[src/rtl/ctl_seq_pkg.sv]
package ctl_seq_pkg;

  localparam int OPC_LD   = 1;
  localparam int OPC_ST   = 3;
  localparam int OPC_BR   = 8;
  localparam int OPC_ADD  = 12;
  localparam int OPC_ADDI = 13;
  localparam int OPC_SHR  = 26;

  localparam int LOOP_STEP = 6;

  typedef enum logic [1:0] {
    ALU_PASS = 2'd0,
    ALU_ADD  = 2'd1,
    ALU_INC4 = 2'd2,
    ALU_SHR  = 2'd3
  } alu_fn_e;

  typedef enum logic [2:0] {
    K_ADD, K_ADDI, K_LD, K_ST, K_BR, K_SHR, K_BAD
  } ins_kind_e;

  typedef struct packed {
    logic    gate_pc;
    logic    gate_reg;
    logic    gate_base;
    logic    gate_c;
    logic    gate_md;
    logic    gate_imm_long;
    logic    gate_imm_short;
    logic    strobe_ma;
    logic    strobe_c;
    logic    strobe_pc;
    logic    strobe_ir;
    logic    strobe_a;
    logic    strobe_reg;
    logic    strobe_md;
    logic    strobe_cond;
    alu_fn_e alu;
    logic    sel_ra;
    logic    sel_rb;
    logic    sel_rc;
    logic    mem_rd;
    logic    mem_wr;
    logic    mem_wait;
    logic    seq_end;
    logic    cnt_load;
    logic    cnt_decr;
    logic    loop_back;
  } ctl_word_t;

endpackage

[src/rtl/ctl_op_decode.sv]
module ctl_op_decode
  import ctl_seq_pkg::*;
#(
  parameter int OP_W = 5
) (
  input  logic [OP_W-1:0] opcode,
  output ins_kind_e       kind
);

  always_comb begin
    case (int'(opcode))
      OPC_ADD:  kind = K_ADD;
      OPC_ADDI: kind = K_ADDI;
      OPC_LD:   kind = K_LD;
      OPC_ST:   kind = K_ST;
      OPC_BR:   kind = K_BR;
      OPC_SHR:  kind = K_SHR;
      default:  kind = K_BAD;
    endcase
  end

endmodule

[src/rtl/ctl_word_gen.sv]
module ctl_word_gen
  import ctl_seq_pkg::*;
#(
  parameter int STEP_W = 3
) (
  input  logic [STEP_W-1:0] step,
  input  ins_kind_e         kind,
  input  logic              cnt_zero,
  input  logic              cond_flag,
  output ctl_word_t         cw
);

  always_comb begin
    cw     = '0;
    cw.alu = ALU_PASS;
    case (int'(step))
      0: begin
        cw.gate_pc   = 1'b1;
        cw.strobe_ma = 1'b1;
        cw.strobe_c  = 1'b1;
        cw.alu       = ALU_INC4;
        cw.mem_rd    = 1'b1;
      end
      1: begin
        cw.gate_c    = 1'b1;
        cw.strobe_pc = 1'b1;
        cw.mem_wait  = 1'b1;
      end
      2: begin
        cw.gate_md   = 1'b1;
        cw.strobe_ir = 1'b1;
      end
      3: begin
        case (kind)
          K_ADD, K_ADDI: begin
            cw.sel_rb   = 1'b1;
            cw.gate_reg = 1'b1;
            cw.strobe_a = 1'b1;
          end
          K_LD, K_ST: begin
            cw.sel_rb    = 1'b1;
            cw.gate_base = 1'b1;
            cw.strobe_a  = 1'b1;
          end
          K_BR: begin
            cw.sel_rc      = 1'b1;
            cw.gate_reg    = 1'b1;
            cw.strobe_cond = 1'b1;
          end
          K_SHR: begin
            cw.gate_imm_short = 1'b1;
            cw.cnt_load       = 1'b1;
          end
          default: cw.seq_end = 1'b1;
        endcase
      end
      4: begin
        case (kind)
          K_ADD: begin
            cw.sel_rc   = 1'b1;
            cw.gate_reg = 1'b1;
            cw.alu      = ALU_ADD;
            cw.strobe_c = 1'b1;
          end
          K_ADDI, K_LD, K_ST: begin
            cw.gate_imm_long = 1'b1;
            cw.alu           = ALU_ADD;
            cw.strobe_c      = 1'b1;
          end
          K_BR: begin
            cw.sel_rb    = 1'b1;
            cw.gate_reg  = 1'b1;
            cw.strobe_pc = cond_flag;
            cw.seq_end   = 1'b1;
          end
          K_SHR: begin
            if (cnt_zero) begin
              cw.sel_rc   = 1'b1;
              cw.gate_reg = 1'b1;
              cw.cnt_load = 1'b1;
            end
          end
          default: ;
        endcase
      end
      5: begin
        case (kind)
          K_ADD, K_ADDI: begin
            cw.gate_c     = 1'b1;
            cw.sel_ra     = 1'b1;
            cw.strobe_reg = 1'b1;
            cw.seq_end    = 1'b1;
          end
          K_LD, K_ST: begin
            cw.gate_c    = 1'b1;
            cw.strobe_ma = 1'b1;
          end
          K_SHR: begin
            cw.sel_rb   = 1'b1;
            cw.gate_reg = 1'b1;
            cw.strobe_c = 1'b1;
          end
          default: ;
        endcase
      end
      6: begin
        case (kind)
          K_LD: begin
            cw.mem_rd    = 1'b1;
            cw.mem_wait  = 1'b1;
            cw.strobe_md = 1'b1;
          end
          K_ST: begin
            cw.sel_ra    = 1'b1;
            cw.gate_reg  = 1'b1;
            cw.strobe_md = 1'b1;
            cw.mem_wr    = 1'b1;
          end
          K_SHR: begin
            if (!cnt_zero) begin
              cw.gate_c    = 1'b1;
              cw.alu       = ALU_SHR;
              cw.strobe_c  = 1'b1;
              cw.cnt_decr  = 1'b1;
              cw.loop_back = 1'b1;
            end
          end
          default: ;
        endcase
      end
      7: begin
        case (kind)
          K_LD: begin
            cw.gate_md    = 1'b1;
            cw.sel_ra     = 1'b1;
            cw.strobe_reg = 1'b1;
            cw.seq_end    = 1'b1;
          end
          K_ST: begin
            cw.mem_wait = 1'b1;
            cw.seq_end  = 1'b1;
          end
          K_SHR: begin
            cw.gate_c     = 1'b1;
            cw.sel_ra     = 1'b1;
            cw.strobe_reg = 1'b1;
            cw.seq_end    = 1'b1;
          end
          default: ;
        endcase
      end
      default: ;
    endcase
  end

endmodule

[src/rtl/ctl_step_ctr.sv]
module ctl_step_ctr #(
  parameter int STEP_W = 3,
  parameter int LOOP   = 6
) (
  input  logic              clk,
  input  logic              rst,
  input  logic              hold,
  input  logic              restart,
  input  logic              jump,
  output logic [STEP_W-1:0] step
);

  localparam logic [STEP_W-1:0] JUMP_VAL = STEP_W'(LOOP);
  localparam logic [STEP_W-1:0] ONE      = STEP_W'(1);

  always_ff @(posedge clk) begin
    if (rst)          step <= '0;
    else if (hold)    step <= step;
    else if (restart) step <= '0;
    else if (jump)    step <= JUMP_VAL;
    else              step <= step + ONE;
  end

endmodule

[src/rtl/ctl_sequencer.sv]
module ctl_sequencer
  import ctl_seq_pkg::*;
#(
  parameter int OP_W   = 5,
  parameter int STEP_W = 3
) (
  input  logic              clk,
  input  logic              rst,
  input  logic [OP_W-1:0]   opcode,
  input  logic              mem_done,
  input  logic              cnt_zero,
  input  logic              cond_flag,
  output logic [STEP_W-1:0] step,
  output logic              gate_pc,
  output logic              gate_reg,
  output logic              gate_base,
  output logic              gate_c,
  output logic              gate_md,
  output logic              gate_imm_long,
  output logic              gate_imm_short,
  output logic              strobe_ma,
  output logic              strobe_c,
  output logic              strobe_pc,
  output logic              strobe_ir,
  output logic              strobe_a,
  output logic              strobe_reg,
  output logic              strobe_md,
  output logic              strobe_cond,
  output logic [1:0]        alu_fn,
  output logic              sel_ra,
  output logic              sel_rb,
  output logic              sel_rc,
  output logic              mem_rd,
  output logic              mem_wr,
  output logic              mem_wait,
  output logic              seq_end,
  output logic              cnt_load,
  output logic              cnt_decr
);

  ins_kind_e kind;
  ctl_word_t cw;

  ctl_op_decode #(.OP_W(OP_W)) u_dec (
    .opcode (opcode),
    .kind   (kind)
  );

  ctl_word_gen #(.STEP_W(STEP_W)) u_gen (
    .step      (step),
    .kind      (kind),
    .cnt_zero  (cnt_zero),
    .cond_flag (cond_flag),
    .cw        (cw)
  );

  ctl_step_ctr #(.STEP_W(STEP_W), .LOOP(LOOP_STEP)) u_ctr (
    .clk     (clk),
    .rst     (rst),
    .hold    (cw.mem_wait & ~mem_done),
    .restart (cw.seq_end),
    .jump    (cw.loop_back),
    .step    (step)
  );

  assign gate_pc        = cw.gate_pc;
  assign gate_reg       = cw.gate_reg;
  assign gate_base      = cw.gate_base;
  assign gate_c         = cw.gate_c;
  assign gate_md        = cw.gate_md;
  assign gate_imm_long  = cw.gate_imm_long;
  assign gate_imm_short = cw.gate_imm_short;
  assign strobe_ma      = cw.strobe_ma;
  assign strobe_c       = cw.strobe_c;
  assign strobe_pc      = cw.strobe_pc;
  assign strobe_ir      = cw.strobe_ir;
  assign strobe_a       = cw.strobe_a;
  assign strobe_reg     = cw.strobe_reg;
  assign strobe_md      = cw.strobe_md;
  assign strobe_cond    = cw.strobe_cond;
  assign alu_fn         = cw.alu;
  assign sel_ra         = cw.sel_ra;
  assign sel_rb         = cw.sel_rb;
  assign sel_rc         = cw.sel_rc;
  assign mem_rd         = cw.mem_rd;
  assign mem_wr         = cw.mem_wr;
  assign mem_wait       = cw.mem_wait;
  assign seq_end        = cw.seq_end;
  assign cnt_load       = cw.cnt_load;
  assign cnt_decr       = cw.cnt_decr;

endmodule

[config.mk]
export PLATFORM = sky130hd
export DESIGN_NAME = ctl_sequencer
export DESIGN_NICKNAME = d
export VERILOG_FILES = /design/src/rtl/ctl_seq_pkg.sv /design/src/rtl/ctl_op_decode.sv /design/src/rtl/ctl_word_gen.sv /design/src/rtl/ctl_step_ctr.sv /design/src/rtl/ctl_sequencer.sv
export SDC_FILE = /design/constraint.sdc
export NUM_CORES = 1
export LEC_CHECK = 0
export BUFFER_PORTS_ARGS = -buffer_cell sky130_fd_sc_hd__buf_4
export CAP_MARGIN = 20
export CORE_ASPECT_RATIO = 0.9
export CORE_MARGIN = 4
export CORE_UTILIZATION = 50
export DETAILED_ROUTE_END_ITERATION = 8
export PLACE_DENSITY = 0.82
export SLEW_MARGIN = 20
export SYNTH_ARGS = -nofsm -noshare
export SYNTH_HDL_FRONTEND = slang
export SYNTH_SLANG_ARGS = --single-unit
[constraint.sdc]
create_clock -name clk -period 4.8 [get_ports clk]
set_clock_uncertainty 0.2 [all_clocks]
set_input_delay 0.48 -clock clk [delete_from_list [all_inputs] [get_ports clk]]
set_output_delay 0.48 -clock clk [all_outputs]
set_load 0.01 [all_outputs]
==> impl_metrics.ini, run 1 <==
[timing]
worst_slew_pin_slew_ns = 0.5878
report.final.slew_viol_count = 0
fin_crit_sh_pct = 63.71
setup_viol = 0
whs_ns = 0.2428
rsz0062_at_grt = false
max_freq_ghz = 0.3270
hold_viol = 0
setup-tns-final_ns = 0
slew_headroom_pct = 60.45
finalWorstSetupSlack_ns = 1.742
final.min_clock_period_ns = 3.058

[flow_run]
maxCapViolCount = 0

[final_layout]
layout.nets = 176
num_antenna_cells = 0
top_register = u_ctr.step
largest_reg_flops = 3
final_common_cell = buf_4
drive_gt1_share_pct = 28.30
reg.largest.list = u_ctr.step (3)
final_cell_mix = 38 x buf_4, 17 x nand2_1, 10 x a21oi_1
area_delta_synth_final_pct = 36.73
fin_area_um2 = 1141

[cts]
clk_pin_slew_ns = 0.03
cts.sinks = 3
cts_htree_levels = 1
cts_tree = built
clockBufferDepth = 2
root_buffer = clkbuf_4
cts_setup_buffers = 0
numCtsBuffers = 3
cts_resized = 0
clk_latency_ns = 0.24
ctsHoldBuffers = 0

[yosys]
synth_seq_area_share_pct = 7.196
yosys_warnings = 0
synth_async_sr_flop_share_pct = 0
synth_edf_count = 0
yosys.area.top_type = ha_1
syn_area_per_cell_um2 = 6.730
syn_area_um2 = 834.6
ys_types = 43
synthTopCellsByArea = ha_1 9.0%, nand2_1 7.6%, dfxtp_1 7.2%
ys.flop_type = dfxtp_1
syn-num-nets = 140
synthCells = 124
synth-seq-cells = 3
netlist.area_leader.share_pct = 8.996

[placed_design]
hpwl_um = 2037
placed_area_um2 = 1115
dp_slack_ns = 1.976
port_buffers = 38
gp_congestion = 0.9005

[route]
drcViolationCount = 0
ant_nets = 0
vias = 1083
vias_per_cell = 5.983
drt-initial-drc-count = 48
wl_per_cell_um = 14.58
firstDrtPassIters = 4
routed_wl_um = 2639

[floorplan]
dieArea_um2 = 2388
die_x_um = 51.07
die_y_um = 46.76
initial_core_util_pct = 55.17
rows = 13
coreArea_um2 = 1513
pin_count = 39

[global_route]
grt_max_degree = 19
grt-ovfl-total = 0
grt_pass1_vias = 909
grt_util_all_layers_pct = 23.63
antenna_found_initial = 0
grt_pass1_wl_um = 4333

[worst_setup_path]
required_ns = 4.12
r2r_start = u_ctr.step[2]
crit_type = flip-flop to output pin
critical_path_arrival_ns = 2.38
path_max_fanout = 18
start_kind = flip-flop
crit_start = u_ctr.step[2]
critPathCaptureType = output pin

[hold_path]
holdCritPathClass = input pin to flip-flop
min_from = rst

[power]
power.total_mw = 0.4129
peakVddDrop_v = 0.0003616
leakage_nw = 0.5599
power.density_nw_per_um2 = 361.8

[outcome]
outcome = complete, no violations
[worst paths after layout]
path	end	slack (ns)	cells past startpoint
max	seq_end	1.74	7
min	u_ctr.step[1]	0.24	2
max reg2reg	u_ctr.step[1]	2.35	7
min reg2reg	u_ctr.step[1]	0.46	2
[Yosys cell counts (all sizes together) (4+ instances only)]
library cell	number
nand3	4
inv	9
buf	5
nor2	9
and2	5
nand2	17
nor2b	4
ha	6
a21oi	10
o21ai	7
[worst max-delay path, cell delays in order (launching register included)]
cell and delay, ns:
dfxtp_1 0.64, inv_1 0.24, ha_1 0.33, inv_1 0.12
a31oi_1 0.08, a2111oi_4 0.44, nor2b_1 0.13, buf_4 0.16
[report_power, final]
part	total (mW)	switching, mW	internal [mW]
clock	0.0457	0.0144	0.0312
combinational	0.304	0.162	0.142
sequential	0.0633	0.0283	0.0350
[cell type report]
class                           instances  area [um^2]
Multi-Input combinational cell        105        708.2
Fill cell                             130        371.6
Timing Repair Buffer                   38        285.3
Sequential cell                         3        60.06
Inverter                                9        33.78
Tap cell                               22        27.53
Clock buffer                            4        26.28
[stage by stage]
step	instances	utilization, %
after detailed placement	177	73.70
final	181	75.43
after CTS	181	75.43
after global placement	177	73.70
after floorplan	124	-
after global routing	181	75.43
[logic make-up (layout without fill, tap and decap cells)]
| group | after synthesis | count (layout) | synth area share [%] |
|---|---|---|---|
| AO/OA/AOI/OAI | 36 | 36 | 31.19 |
| buffers and inverters | 16 | 51 | 7.946 |
| flip-flops | 3 | 3 | 7.197 |
| multiplexers | 2 | 2 | 2.399 |
| AND/OR/NAND/NOR | 61 | 61 | 42.28 |
| adder cells (fa/ha/maj) | 6 | 6 | 8.995 |
[routing by layer]
metal	up-vias	routed length [um]	share of wire (%)	GRT usage [%]
met1	480	1247	47	37.07
li1	528	-	-	-
met3	2	287	11	5.079
met5	-	0	0	0
met4	0	6	0.23	1.075
met2	73	1098	42	34.19
No activity file was read; power rests on OpenSTA's default activity.
==> inputs of run 2 (changes only) <==
--- a/config.mk
+++ b/config.mk
@@ -9,9 +9,9 @@
 export CAP_MARGIN = 20
 export CORE_ASPECT_RATIO = 0.9
 export CORE_MARGIN = 4
-export CORE_UTILIZATION = 50
+export CORE_UTILIZATION = 46
 export DETAILED_ROUTE_END_ITERATION = 8
-export PLACE_DENSITY = 0.82
+export PLACE_DENSITY = 0.76
 export SLEW_MARGIN = 20
 export SYNTH_ARGS = -nofsm -noshare
 export SYNTH_HDL_FRONTEND = slang
==> constraint.sdc (replaced) <==
create_clock -name clk -period 2.85 [get_ports clk]
set_clock_uncertainty 0.2 [all_clocks]
set_input_delay 0.285 -clock clk [delete_from_list [all_inputs] [get_ports clk]]
set_output_delay 0.285 -clock clk [all_outputs]
set_load 0.01 [all_outputs]
==> impl_metrics.ini, run 2 (synthesis results as in run 1) <==
[outcome]
outcome = complete, no violations

[route]
drcViolationCount = 0
firstDrtPassIters = 4
routed_wl_um = 2661
drt-initial-drc-count = 33
vias_per_cell = 5.848
ant_nets = 0
vias = 1076
wl_per_cell_um = 14.46

[cts]
clk_latency_ns = 0.25
clk_pin_slew_ns = 0.04
ctsHoldBuffers = 0
cts_htree_levels = 1
cts.sinks = 3
cts_resized = 0
root_buffer = clkbuf_4
cts_tree = built
clockBufferDepth = 2
cts_setup_buffers = 0
numCtsBuffers = 3

[floorplan]
rows = 14
dieArea_um2 = 2560
coreArea_um2 = 1699
die_y_um = 48.41
initial_core_util_pct = 49.12
die_x_um = 52.90
pin_count = 39

[final_layout]
drive_gt1_share_pct = 29.38
final_common_cell = buf_4
num_antenna_cells = 0
final_cell_mix = 39 x buf_4, 17 x nand2_1, 10 x a21oi_1
reg.largest.list = u_ctr.step (3)
layout.nets = 177
area_delta_synth_final_pct = 38.08
stdcell_count = 184
top_register = u_ctr.step
largest_reg_flops = 3

[global_route]
grt_max_degree = 18
grt_util_all_layers_pct = 21.49
antenna_found_initial = 0
grt_pass1_wl_um = 4284
grt-ovfl-total = 0
grt_pass1_vias = 925

[timing]
setup_viol = 0
fin_crit_sh_pct = 91.58
setup-tns-final_ns = 0
final.min_clock_period_ns = 2.610
hold_viol = 0
report.final.slew_viol_count = 0
slew_headroom_pct = 54.13
worst_slew_pin_slew_ns = 0.6817
max_freq_ghz = 0.3831
rsz0062_at_grt = false
finalWorstSetupSlack_ns = 0.2400

[power]
power.density_nw_per_um2 = 617.9
power.total_mw = 0.7120
peakVddDrop_v = 0.0005843
leakage_nw = 0.5654

[placed_design]
port_buffers = 38
gp_congestion = 0.8937
dp_slack_ns = 0.4646
post-place-cells = 180
hpwl_um = 2161

[worst_setup_path]
crit_type = flip-flop to output pin
path_buf_inv = 2
reg2reg_slack_ns = 0.59
critPathCaptureType = output pin
cpLargestDelayFamily = adder cells
start_kind = flip-flop
critical_path.most_common_cell = ha_1
critical_path_arrival_ns = 2.12
slowest_stage = dfxtp_1
required_ns = 2.37
path_max_fanout = 7
path_cells = ha_1 > ha_1 > inv_1 > a31oi_1 > a2111oi_4 > nor2b_1 > buf_4
cpPeakStageDelay_ns = 0.44

[hold_path]
holdCritPathClass = input pin to flip-flop

[flow_run]
maxCapViolCount = 0
-- run 2: changes by cell type in the layout (fill, tap and decap cells not counted) --
cell,previous run,this run
dfxtp_1,3,2
dfxtp_2,0,1
buf_4,38,39
-- run 2: path summary, 6_finish.rpt --
path	startpoint	end	depth (start not counted)
worst max-delay path	u_ctr.step[0]	seq_end	7
worst min-delay path	rst	u_ctr.step[1]	2
worst max register to register	u_ctr.step[0]	u_ctr.step[0]	7
worst min register to register	u_ctr.step[1]	u_ctr.step[1]	2
-- run 2: cell type report --
cell class,count,area (um^2)
tap,24,30.03
fill,161,546.8
clock buffer,4,26.28
sequential,3,61.31
multi-input combinational,105,708.2
timing repair buffer,39,292.8
inverter,9,33.78
-- run 2: power by group --
part	leakage, nW	internal (mW)	total [mW]	switching, mW
combinational	0.525	0.248	0.544	0.296
sequential	0.0253	0.0605	0.0842	0.0237
clock	0.0150	0.0530	0.0836	0.0306
total	0.565	0.361	0.712	0.351
-- run 2: routing by layer --
| metal | wire length (um) | vias up | track usage [%] |
|---|---|---|---|
| met4 | 13 | 0 | 2.553 |
| li1 | - | 528 | - |
| met2 | 1198 | 58 | 31.82 |
| met3 | 315 | 2 | 4.294 |
| met1 | 1134 | 488 | 32.59 |
| met5 | 0 | - | 0 |
-- run 2: worst register-to-register path: cells and delay by family (launching register included) --
kind	cells	cell delay, ns
and+or+nand+nor	3	0.83
adders and majority gates	1	0.28
buffers and inverters	1	0.15
DFF	1	0.44
AOI/OAI and AO/OA	2	0.26
-- run 2: metrics by stage --
| step | utilization, % | hold slack (ns) | instance area, um^2 |
|---|---|---|---|
| after floorplan | - | 0.1541 | 834.6 |
| after global placement | 66.20 | 0.2757 | 1125 |
| after detailed placement | 66.20 | 0.2813 | 1125 |
| after CTS | 67.75 | 0.02462 | 1151 |
| after global routing | 67.82 | 0.01867 | 1152 |
| final | 67.82 | 0.02381 | 1152 |
==> inputs of run 3 (changes only) <==
--- a/config.mk
+++ b/config.mk
@@ -11,7 +11,7 @@
 export CORE_MARGIN = 4
 export CORE_UTILIZATION = 46
 export DETAILED_ROUTE_END_ITERATION = 8
-export PLACE_DENSITY = 0.76
+export PLACE_DENSITY = 0.79
 export SLEW_MARGIN = 20
 export SYNTH_ARGS = -nofsm -noshare
 export SYNTH_HDL_FRONTEND = slang
==> impl_metrics.ini, run 3 (synthesis results as in run 1) <==
[route]
routed_wl_um = 2811
vias = 1101
ant_nets = 0
wl_per_cell_um = 15.11
firstDrtPassIters = 4
drt-initial-drc-count = 36
drcViolationCount = 0
vias_per_cell = 5.919

[global_route]
grt-ovfl-total = 0
grt_pass1_vias = 986
grt_max_degree = 18
antenna_found_initial = 0
grt_util_all_layers_pct = 22.40
grt_pass1_wl_um = 4560

[worst_setup_path]
path_max_fanout = 9
start_kind = flip-flop
required_ns = 2.37
slowest_stage = dfxtp_1
crit_type = flip-flop to output pin
path_buf_inv = 2
cpLargestDelayFamily = adder cells
cpPeakStageDelay_ns = 0.47
path_cells = ha_1 > ha_1 > inv_1 > a31oi_1 > a2111oi_4 > nor2b_1 > buf_4
critPathCaptureType = output pin
critical_path_arrival_ns = 2.16
critical_path.most_common_cell = ha_1

[timing]
worst_slew_pin_slew_ns = 0.4220
max_freq_ghz = 0.3777
rsz0062_at_grt = false
finalWorstSetupSlack_ns = 0.2027
final.min_clock_period_ns = 2.647
report.final.slew_viol_count = 0
fin_crit_sh_pct = 92.89
hold_viol = 0
setup_viol = 0
slew_headroom_pct = 71.65
setup-tns-final_ns = 0

[final_layout]
layout.nets = 179
fin_area_um2 = 1166
utilization_pct = 68.63
num_antenna_cells = 0
drive_gt1_share_pct = 29.63
final_cell_mix = 41 x buf_4, 17 x nand2_1, 10 x a21oi_1
fill_cells = 160
top_register = u_ctr.step
stdcell_count = 186
final_common_cell = buf_4
largest_reg_flops = 3
reg.largest.list = u_ctr.step (3)
area_delta_synth_final_pct = 39.73

[placed_design]
placed_area_um2 = 1140
gp_congestion = 0.9643
port_buffers = 38
post-place-cells = 182
hpwl_um = 2253
dp_slack_ns = 0.4755

[cts]
ctsHoldBuffers = 0
cts_tree = built
clockBufferDepth = 2
cts.sinks = 3
cts_htree_levels = 1
clk_latency_ns = 0.24
numCtsBuffers = 3
root_buffer = clkbuf_4
clk_pin_slew_ns = 0.03
cts_setup_buffers = 0
cts_resized = 0

[floorplan]
initial_core_util_pct = 49.12
dieArea_um2 = 2560
die_y_um = 48.41
coreArea_um2 = 1699
pin_count = 39
die_x_um = 52.90
rows = 14

[outcome]
outcome = complete, no violations

[flow_run]
maxCapViolCount = 0

[power]
peakVddDrop_v = 0.0007937
leakage_nw = 0.5759
power.density_nw_per_um2 = 611.7

[hold_path]
holdCritPathClass = input pin to flip-flop
==> run 3: report_power, final <==
part           switching, mW  total, mW  internal, mW
Combinational          0.307      0.555         0.248
Clock                 0.0233     0.0758        0.0525
Sequential            0.0237     0.0826        0.0589
Total                  0.354      0.713         0.360
==> run 3: layout make-up <==
| class | instances | area, um^2 | area share [%] |
|---|---|---|---|
| sequential | 3 | 60.06 | 5.150 |
| timing repair buffer | 41 | 307.8 | 26.39 |
| inverter | 9 | 33.78 | 2.897 |
| multi-input combinational | 105 | 708.2 | 60.73 |
| tap | 24 | 30.03 | 2.575 |
| clock buffer | 4 | 26.28 | 2.253 |
==> run 3: path summary, 6_finish.rpt <==
| kind | cells past startpoint | startpoint | to | slack, ns |
|---|---|---|---|---|
| max | 7 | u_ctr.step[1] | seq_end | 0.20 |
| min | 2 | rst | u_ctr.step[2] | 0.05 |
| max reg2reg | 7 | u_ctr.step[0] | u_ctr.step[1] | 0.59 |
| min reg2reg | 2 | u_ctr.step[1] | u_ctr.step[1] | 0.51 |
==> run 3: metrics by stage <==
step	hold WS (ns)	total power [mW]
after floorplan	0.1541	0.4112
after global placement	0.2718	0.6225
after detailed placement	0.2794	0.6327
after CTS	0.03312	0.7128
after global routing	0.02195	0.7780
final	0.04662	0.7133
==> run 3: routing by layer <==
metal	routed length, um	track usage [%]
met5	0	0
met4	16	4.681
met2	1353	35.33
met1	1246	31.04
met3	195	4.601
